==> src/rtl/adc_burst_pkg.sv <==
`timescale 1ns/1ps
package adc_burst_pkg;
  typedef enum logic [2:0] {
    S_IDLE, S_POWERUP, S_TRACK, S_CONVERT, S_ACCUM, S_SHUTDOWN
  } seq_state_e;

  localparam logic [2:0] SRC_SW  = 3'd0;
  localparam logic [2:0] SRC_T0  = 3'd1;
  localparam logic [2:0] SRC_T2  = 3'd2;
  localparam logic [2:0] SRC_T3  = 3'd3;
  localparam logic [2:0] SRC_PIN = 3'd4;

  localparam int SMP_W = 6;

  function automatic logic [SMP_W-1:0] rpt_decode(input logic [2:0] code);
    case (code)
      3'd1:    return SMP_W'(4);
      3'd2:    return SMP_W'(8);
      3'd3:    return SMP_W'(16);
      3'd4:    return SMP_W'(32);
      default: return SMP_W'(1);
    endcase
  endfunction
endpackage

==> src/rtl/burst_trig_sel.sv <==
`timescale 1ns/1ps
module burst_trig_sel
  import adc_burst_pkg::*;
#(
  parameter int SYNC_STAGES = 2
) (
  input  logic       clk,
  input  logic       rst_n,
  input  logic [2:0] src_sel,
  input  logic       sw_start,
  input  logic       tmr0_ovf,
  input  logic       tmr2_ovf,
  input  logic       tmr3_ovf,
  input  logic       ext_pin,
  output logic       trig
);
  logic [SYNC_STAGES:0] pin_chain_q;
  logic                 pin_rise;

  always_ff @(posedge clk or negedge rst_n) begin
    if (!rst_n) pin_chain_q <= '0;
    else        pin_chain_q <= {pin_chain_q[SYNC_STAGES-1:0], ext_pin};
  end

  assign pin_rise = pin_chain_q[SYNC_STAGES-1] & ~pin_chain_q[SYNC_STAGES];

  always_comb begin
    case (src_sel)
      SRC_SW:  trig = sw_start;
      SRC_T0:  trig = tmr0_ovf;
      SRC_T2:  trig = tmr2_ovf;
      SRC_T3:  trig = tmr3_ovf;
      SRC_PIN: trig = pin_rise;
      default: trig = 1'b0;
    endcase
  end


  rise_pulse_chk: assert property (@(posedge clk) disable iff (!rst_n)
    pin_rise |=> !pin_rise);
endmodule

==> src/rtl/burst_fsm.sv <==
`timescale 1ns/1ps
module burst_fsm
  import adc_burst_pkg::*;
#(
  parameter int CNT_W = 8
) (
  input  logic             clk,
  input  logic             rst_n,
  input  logic             trig,
  input  logic [2:0]       rpt_sel,
  input  logic [CNT_W-1:0] settle_cnt,
  input  logic [CNT_W-1:0] track_cnt,
  input  logic             cnv_done,
  output logic             cnv_en,
  output logic             cnv_start,
  output logic             busy,
  output logic             burst_done,
  output logic             acc_clr,
  output logic             acc_add
);
  seq_state_e       state_q, state_d;
  logic [CNT_W-1:0] cnt_q;
  logic             cnt_clr, cnt_inc;
  logic [SMP_W-1:0] smp_q, nsamp_q;
  logic             smp_inc, accept;

  always_comb begin
    state_d = state_q;
    cnt_clr = 1'b0;
    cnt_inc = 1'b0;
    smp_inc = 1'b0;
    accept  = 1'b0;
    acc_add = 1'b0;
    case (state_q)
      S_IDLE: if (trig) begin
        accept  = 1'b1;
        cnt_clr = 1'b1;
        state_d = S_POWERUP;
      end
      S_POWERUP: begin
        if (cnt_q == settle_cnt) begin cnt_clr = 1'b1; state_d = S_TRACK; end
        else cnt_inc = 1'b1;
      end
      S_TRACK: begin
        if (cnt_q == track_cnt) begin cnt_clr = 1'b1; state_d = S_CONVERT; end
        else cnt_inc = 1'b1;
      end
      S_CONVERT: if (cnv_done) begin
        acc_add = 1'b1;
        state_d = S_ACCUM;
      end
      S_ACCUM: begin
        if (smp_q == nsamp_q - 1'b1) state_d = S_SHUTDOWN;
        else begin smp_inc = 1'b1; state_d = S_TRACK; end
      end
      S_SHUTDOWN: state_d = S_IDLE;
      default:    state_d = S_IDLE;
    endcase
  end

  always_ff @(posedge clk or negedge rst_n) begin
    if (!rst_n) begin
      state_q <= S_IDLE;
      cnt_q   <= '0;
      smp_q   <= '0;
      nsamp_q <= SMP_W'(1);
    end else begin
      state_q <= state_d;
      if (cnt_clr)      cnt_q <= '0;
      else if (cnt_inc) cnt_q <= cnt_q + 1'b1;
      if (accept) begin
        smp_q   <= '0;
        nsamp_q <= rpt_decode(rpt_sel);
      end else if (smp_inc) begin
        smp_q <= smp_q + 1'b1;
      end
    end
  end

  assign busy       = (state_q != S_IDLE);
  assign cnv_en     = busy;
  assign burst_done = (state_q == S_SHUTDOWN);
  assign cnv_start  = (state_q == S_TRACK) && (cnt_q == track_cnt);
  assign acc_clr    = accept;


  done_off_chk: assert property (@(posedge clk) disable iff (!rst_n)
    burst_done |=> (!cnv_en && !busy && !burst_done));

  accept_chk: assert property (@(posedge clk) disable iff (!rst_n)
    (state_q == S_IDLE && trig) |=> (state_q == S_POWERUP && smp_q == '0));

  hold_busy_chk: assert property (@(posedge clk) disable iff (!rst_n)
    (busy && !burst_done) |=> busy);

  smp_range_chk: assert property (@(posedge clk) disable iff (!rst_n)
    cnv_start |-> (smp_q < nsamp_q));
endmodule

==> src/rtl/burst_acc.sv <==
`timescale 1ns/1ps
module burst_acc #(
  parameter int RES_W = 10,
  parameter int ACC_W = 16
) (
  input  logic             clk,
  input  logic             rst_n,
  input  logic             clr,
  input  logic             add,
  input  logic [RES_W-1:0] res,
  output logic [ACC_W-1:0] acc
);
  localparam int PAD_W = ACC_W - RES_W;

  logic [ACC_W-1:0] res_ext;
  logic [ACC_W-1:0] acc_q;

  assign res_ext = {{PAD_W{1'b0}}, res};

  always_ff @(posedge clk or negedge rst_n) begin
    if (!rst_n)   acc_q <= '0;
    else if (clr) acc_q <= '0;
    else if (add) acc_q <= acc_q + res_ext;
  end

  assign acc = acc_q;


  acc_clr_chk: assert property (@(posedge clk) disable iff (!rst_n)
    clr |=> (acc_q == '0));

  acc_add_chk: assert property (@(posedge clk) disable iff (!rst_n)
    (add && !clr) |=> (acc_q == $past(acc_q) + $past(res_ext)));
endmodule

==> src/rtl/adc_burst_seq.sv <==
`timescale 1ns/1ps
module adc_burst_seq
  import adc_burst_pkg::*;
#(
  parameter int RES_W = 10,
  parameter int ACC_W = 16,
  parameter int CNT_W = 8
) (
  input  logic             clk,
  input  logic             rst_n,
  input  logic [2:0]       src_sel,
  input  logic             sw_start,
  input  logic             tmr0_ovf,
  input  logic             tmr2_ovf,
  input  logic             tmr3_ovf,
  input  logic             ext_cnv_pin,
  input  logic [2:0]       rpt_sel,
  input  logic [CNT_W-1:0] settle_cnt,
  input  logic [CNT_W-1:0] track_cnt,
  input  logic             cnv_done,
  input  logic [RES_W-1:0] cnv_result,
  output logic             cnv_en,
  output logic             cnv_start,
  output logic             busy,
  output logic [ACC_W-1:0] acc_out,
  output logic             burst_done
);
  logic trig, acc_clr, acc_add;

  burst_trig_sel #(.SYNC_STAGES(2)) u_trig (
    .clk(clk), .rst_n(rst_n), .src_sel(src_sel), .sw_start(sw_start),
    .tmr0_ovf(tmr0_ovf), .tmr2_ovf(tmr2_ovf), .tmr3_ovf(tmr3_ovf),
    .ext_pin(ext_cnv_pin), .trig(trig)
  );

  burst_fsm #(.CNT_W(CNT_W)) u_fsm (
    .clk(clk), .rst_n(rst_n), .trig(trig), .rpt_sel(rpt_sel),
    .settle_cnt(settle_cnt), .track_cnt(track_cnt), .cnv_done(cnv_done),
    .cnv_en(cnv_en), .cnv_start(cnv_start), .busy(busy),
    .burst_done(burst_done), .acc_clr(acc_clr), .acc_add(acc_add)
  );

  burst_acc #(.RES_W(RES_W), .ACC_W(ACC_W)) u_acc (
    .clk(clk), .rst_n(rst_n), .clr(acc_clr), .add(acc_add),
    .res(cnv_result), .acc(acc_out)
  );

  // 32 full-scale results must fit in the sum
  initial begin
    acc_width_chk: assert (ACC_W >= RES_W + 5);
  end
endmodule

==> config.mk <==
export PLATFORM = sky130hd
export DESIGN_NAME = adc_burst_seq
export DESIGN_NICKNAME = d
export VERILOG_FILES = /design/src/rtl/adc_burst_pkg.sv /design/src/rtl/burst_trig_sel.sv /design/src/rtl/burst_fsm.sv /design/src/rtl/burst_acc.sv /design/src/rtl/adc_burst_seq.sv
export SDC_FILE = /design/constraint.sdc
export NUM_CORES = 1
export LEC_CHECK = 0
export ABC_CLOCK_PERIOD_IN_PS = 2600
export BUFFER_PORTS_ARGS = -buffer_cell sky130_fd_sc_hd__buf_4
export CORE_ASPECT_RATIO = 1.1
export CORE_MARGIN = 1.5
export CORE_UTILIZATION = 55
export CTS_CLUSTER_SIZE = 12
export DETAILED_ROUTE_END_ITERATION = 10
export PLACE_DENSITY = 0.85
export SETUP_SLACK_MARGIN = 0.1
export SYNTH_ARGS = -nofsm -noshare
export SYNTH_HDL_FRONTEND = slang
export SYNTH_HIERARCHICAL = 1
export SYNTH_SLANG_ARGS = --single-unit
==> constraint.sdc <==
create_clock -name clk -period 2.6 [get_ports clk]
set_clock_uncertainty 0.05 [all_clocks]
set_input_delay 0.78 -clock clk [delete_from_list [all_inputs] [get_ports clk]]
set_output_delay 0.78 -clock clk [all_outputs]
set_load 0.03 [all_outputs]
==> impl_metrics.env <==
export IMPL_run_status="complete, but fails checks"
export IMPL_violated_checks="design-rule violations"
export IMPL_yosysWarningCount=6
export IMPL_edff_count_synth=0
export IMPL_endpoint_kind="output pin"
export IMPL_clock_sinks=41
export IMPL_dr_first_iter_drc_count=124
export IMPL_report_final_hold_viol_count=0
export IMPL_power_mw=3.21
export IMPL_drt_pass1_iter_count=9
export IMPL_max_clock_freq_ghz=0.388
export IMPL_synth_lib_cells_used_distinct=59
export IMPL_maximum_net_fanout_on_the_critical_path=2
export IMPL_clkPwrFrac_pct=13.5
export IMPL_drt_wirelength_per_cell_um=14.8
export IMPL_first_global_vias=2561
export IMPL_buffer_ports_inserted=59
export IMPL_via_per_inst=5.85
export IMPL_numPlacedInstances=438
export IMPL_timing_max_transition_violations_final=0
export IMPL_worst_endpoint_required_ns=1.77
export IMPL_internal_power_mw=1.79
export IMPL_setup_slack_ns=0.0213
export IMPL_sw_share_pct=44.3
export IMPL_irDropWorstVdd_v=0.000586
export IMPL_gp_routability_congestion=0.842
export IMPL_min_delay_start="u_trig/pin_chain_q[0]"
export IMPL_synth_seq_cells=41
export IMPL_avgSynthCellArea_um2=8.97
export IMPL_setup_viol=0
export IMPL_final_fill_count=398
export IMPL_power_share_sequential_pct=33.2
export IMPL_ant_nets=0
export IMPL_pwrdens_nw_per_um2=897
export IMPL_clock_insertion_delay_worst_skew_ns=0.29
export IMPL_syn_nets=372
export IMPL_grt_antenna_before_repair=0
export IMPL_critical_path_startpoint_type="input port"
export IMPL_global_route_overflow_total=0
export IMPL_yosysSeqAreaShare_pct=36.0
export IMPL_rows=27
export IMPL_timing_final_crit_share_pct=99.2
export IMPL_routed_wl_um=6640
export IMPL_dp_slack_ns=-0.0333
export IMPL_crit_reg2reg_launch="u_fsm/nsamp_q[0]"
export IMPL_area_growth_syn_to_layout_pct=25.4
export IMPL_worst_hold_path_type="flip-flop to flip-flop"
export IMPL_syn_cell_area_um2=2850
export IMPL_tightest_pin_transition_ns=0.527
export IMPL_clockBufferDepth=2
export IMPL_final_net_count=443
export IMPL_clk_pin_slew_worst_paths_ns=0.08
export IMPL_core_ar_um2=5000
export IMPL_numCtsBuffers=5
export IMPL_floorplan_die_area_um2=5630
export IMPL_synth_async_reset_ratio_pct=100
export IMPL_timing_setup_critical_path_class="input port to output pin"
export IMPL_cap_viol_max_count=0
export IMPL_route_vias_total=2623
export IMPL_diodes=0
export IMPL_synthesis_instances=318
export IMPL_finished_layout_cells=448
export IMPL_layout_min_cycle_time_ns=2.58
export IMPL_layout_commonest_cell="buf_4"
export IMPL_die_width_um=71.7
export IMPL_leakagePower_nw=1.67
export IMPL_globalRouteTotalUtil_pct=25.1
export IMPL_cts_root_buffer="clkbuf_8"
export IMPL_detailed_place_hpwl_um=4900
export IMPL_clock_tree_from_tritoncts="done"
export IMPL_largest_net_degree_at_the_start_of_global_routing=42
export IMPL_final_cell_mix="buf_4 (73), dfrtp_1 (40), nand2_1 (30)"
export IMPL_worstSetupStartpoint="track_cnt[2]"
export IMPL_synth_main_ff_cell="dfrtp_1"
export IMPL_total_switching_power_mw=1.42
export IMPL_pwr_share_comb_pct=53.3
export IMPL_top_level_ports=60
export IMPL_cp_arrival_ns=1.75
export IMPL_drive_above_1_share_pct=25.1
export IMPL_rsz_0062_raised_after_global_routing="yes"
export IMPL_grt_pass1_wl_um=11400
export IMPL_max_slew_margin_rel_pct=64.8
export IMPL_post_route_drc_count=7
export IMPL_die_y_um=78.5
export IMPL_initial_core_util_pct=57.1
export IMPL_cts_htree_levels=2
stage by stage:
| step | hold WS, ns | util, % | setup TNS (ns) | area (µm²) |
|---|---|---|---|---|
| 2_1_floorplan | 0.281 | - | 0 | 2890 |
| 3_3_place_gp | 0.291 | 69.1 | -0.0160 | 3450 |
| 3_5_place_dp | 0.289 | 69.1 | -0.0573 | 3450 |
| 4_1_cts | 0.315 | 71.3 | 0 | 3570 |
| 5_1_grt | 0.329 | 71.5 | -0.0359 | 3580 |
| 6_report | 0.313 | 71.5 | 0 | 3580 |
routing by layer:
layer / global-route usage [%] / part of all wire (%) / up-vias
li1: - / - / 1275
met1: 29.9 / 42 / 1252
met2: 45.4 / 51 / 87
met3: 4.62 / 5.8 / 9
met4: 7.55 / 1.3 / 0
met5: 0 / 0 / -
critical path: stages:
cell and delay, ns:
buf_4 0.11, xor2_1 0.16, nor4_2 0.33, nand2_1 0.14, nor2_4 0.10, buf_6 0.13
registers in the layout, indices dropped and copies added (netlist names):
signal / flops
u_fsm/cnt_q: 8
u_fsm/state_q: 3
u_fsm/nsamp_q: 5
u_acc/acc: 16
u_fsm/smp_q: 6
u_trig/pin_chain_q: 3
power groups by stage:
stage | Combinational (mW) | Sequential (mW) | Clock, mW
after floorplan | 1.10 | 1.14 | 0
after global placement | 1.62 | 1.06 | 0
after detailed placement | 1.68 | 1.07 | 0
after CTS | 1.71 | 1.06 | 0.443
after global routing | 1.90 | 1.10 | 0.469
final | 1.71 | 1.06 | 0.434
logic make-up (layout without fill, tap and decap cells):
kind of cell / count (synthesis) / after routing / synth area share (%)
XOR/XNOR: 35 / 35 / 10.7
flip-flops: 41 / 41 / 36.0
AND/OR/NAND/NOR: 126 / 126 / 22.6
adder cells (fa/ha/maj): 14 / 14 / 6.40
multiplexers: 10 / 10 / 3.64
AO/OA/AOI/OAI: 68 / 68 / 16.9
buffers and inverters: 24 / 96 / 3.68
area by class of cell:
cell class	count	area, µm²	share of cell area [%]
Tap cell	58	72.6	2.03
Timing Repair Buffer	76	582	16.3
Inverter	12	45.0	1.26
Multi-Input combinational cell	253	1760	49.2
Clock buffer	8	90.1	2.52
Sequential cell	41	1030	28.7
cells in the mapped netlist (9+ instances only):
cell	number	area [µm²]
nor2_1	30	113
dfrtp_1	40	1000
nand2_1	30	113
ha_1	13	163
xor2_1	15	131
o21ai_0	9	45.0
a21oi_1	14	70.1
nor2b_1	9	56.3
nor3_1	10	50.1
xnor2_1	20	175
nand3_1	13	65.1
inv_1	12	45.0
worst paths after layout:
kind / endpoint / slack (ns) / cells after the start
min in group asynchronous: u_trig/pin_chain_q[1] / 0.40 / 1
hold / removal: u_trig/pin_chain_q[1] / 0.31 / 0
hold reg to reg: u_trig/pin_chain_q[1] / 0.31 / 0
setup / recovery: cnv_start / 0.02 / 6
setup reg to reg: u_fsm/smp_q[1] / 0.43 / 8
max in group asynchronous: u_fsm/cnt_q[3] / 1.73 / 1
repair_timing:
| item | in CTS | in global routing |
|---|---|---|
| pin swaps | 3 | 3 |
| resized for setup | 3 | 1 |
| gates cloned | 0 | 0 |
| hold buffers | 0 | 0 |
| setup buffers | 1 | 1 |
| endpoints found under the setup margin | 1 | 1 |
| hold endpoints to repair | 0 | 0 |
Power figures use the tool's default switching activity.
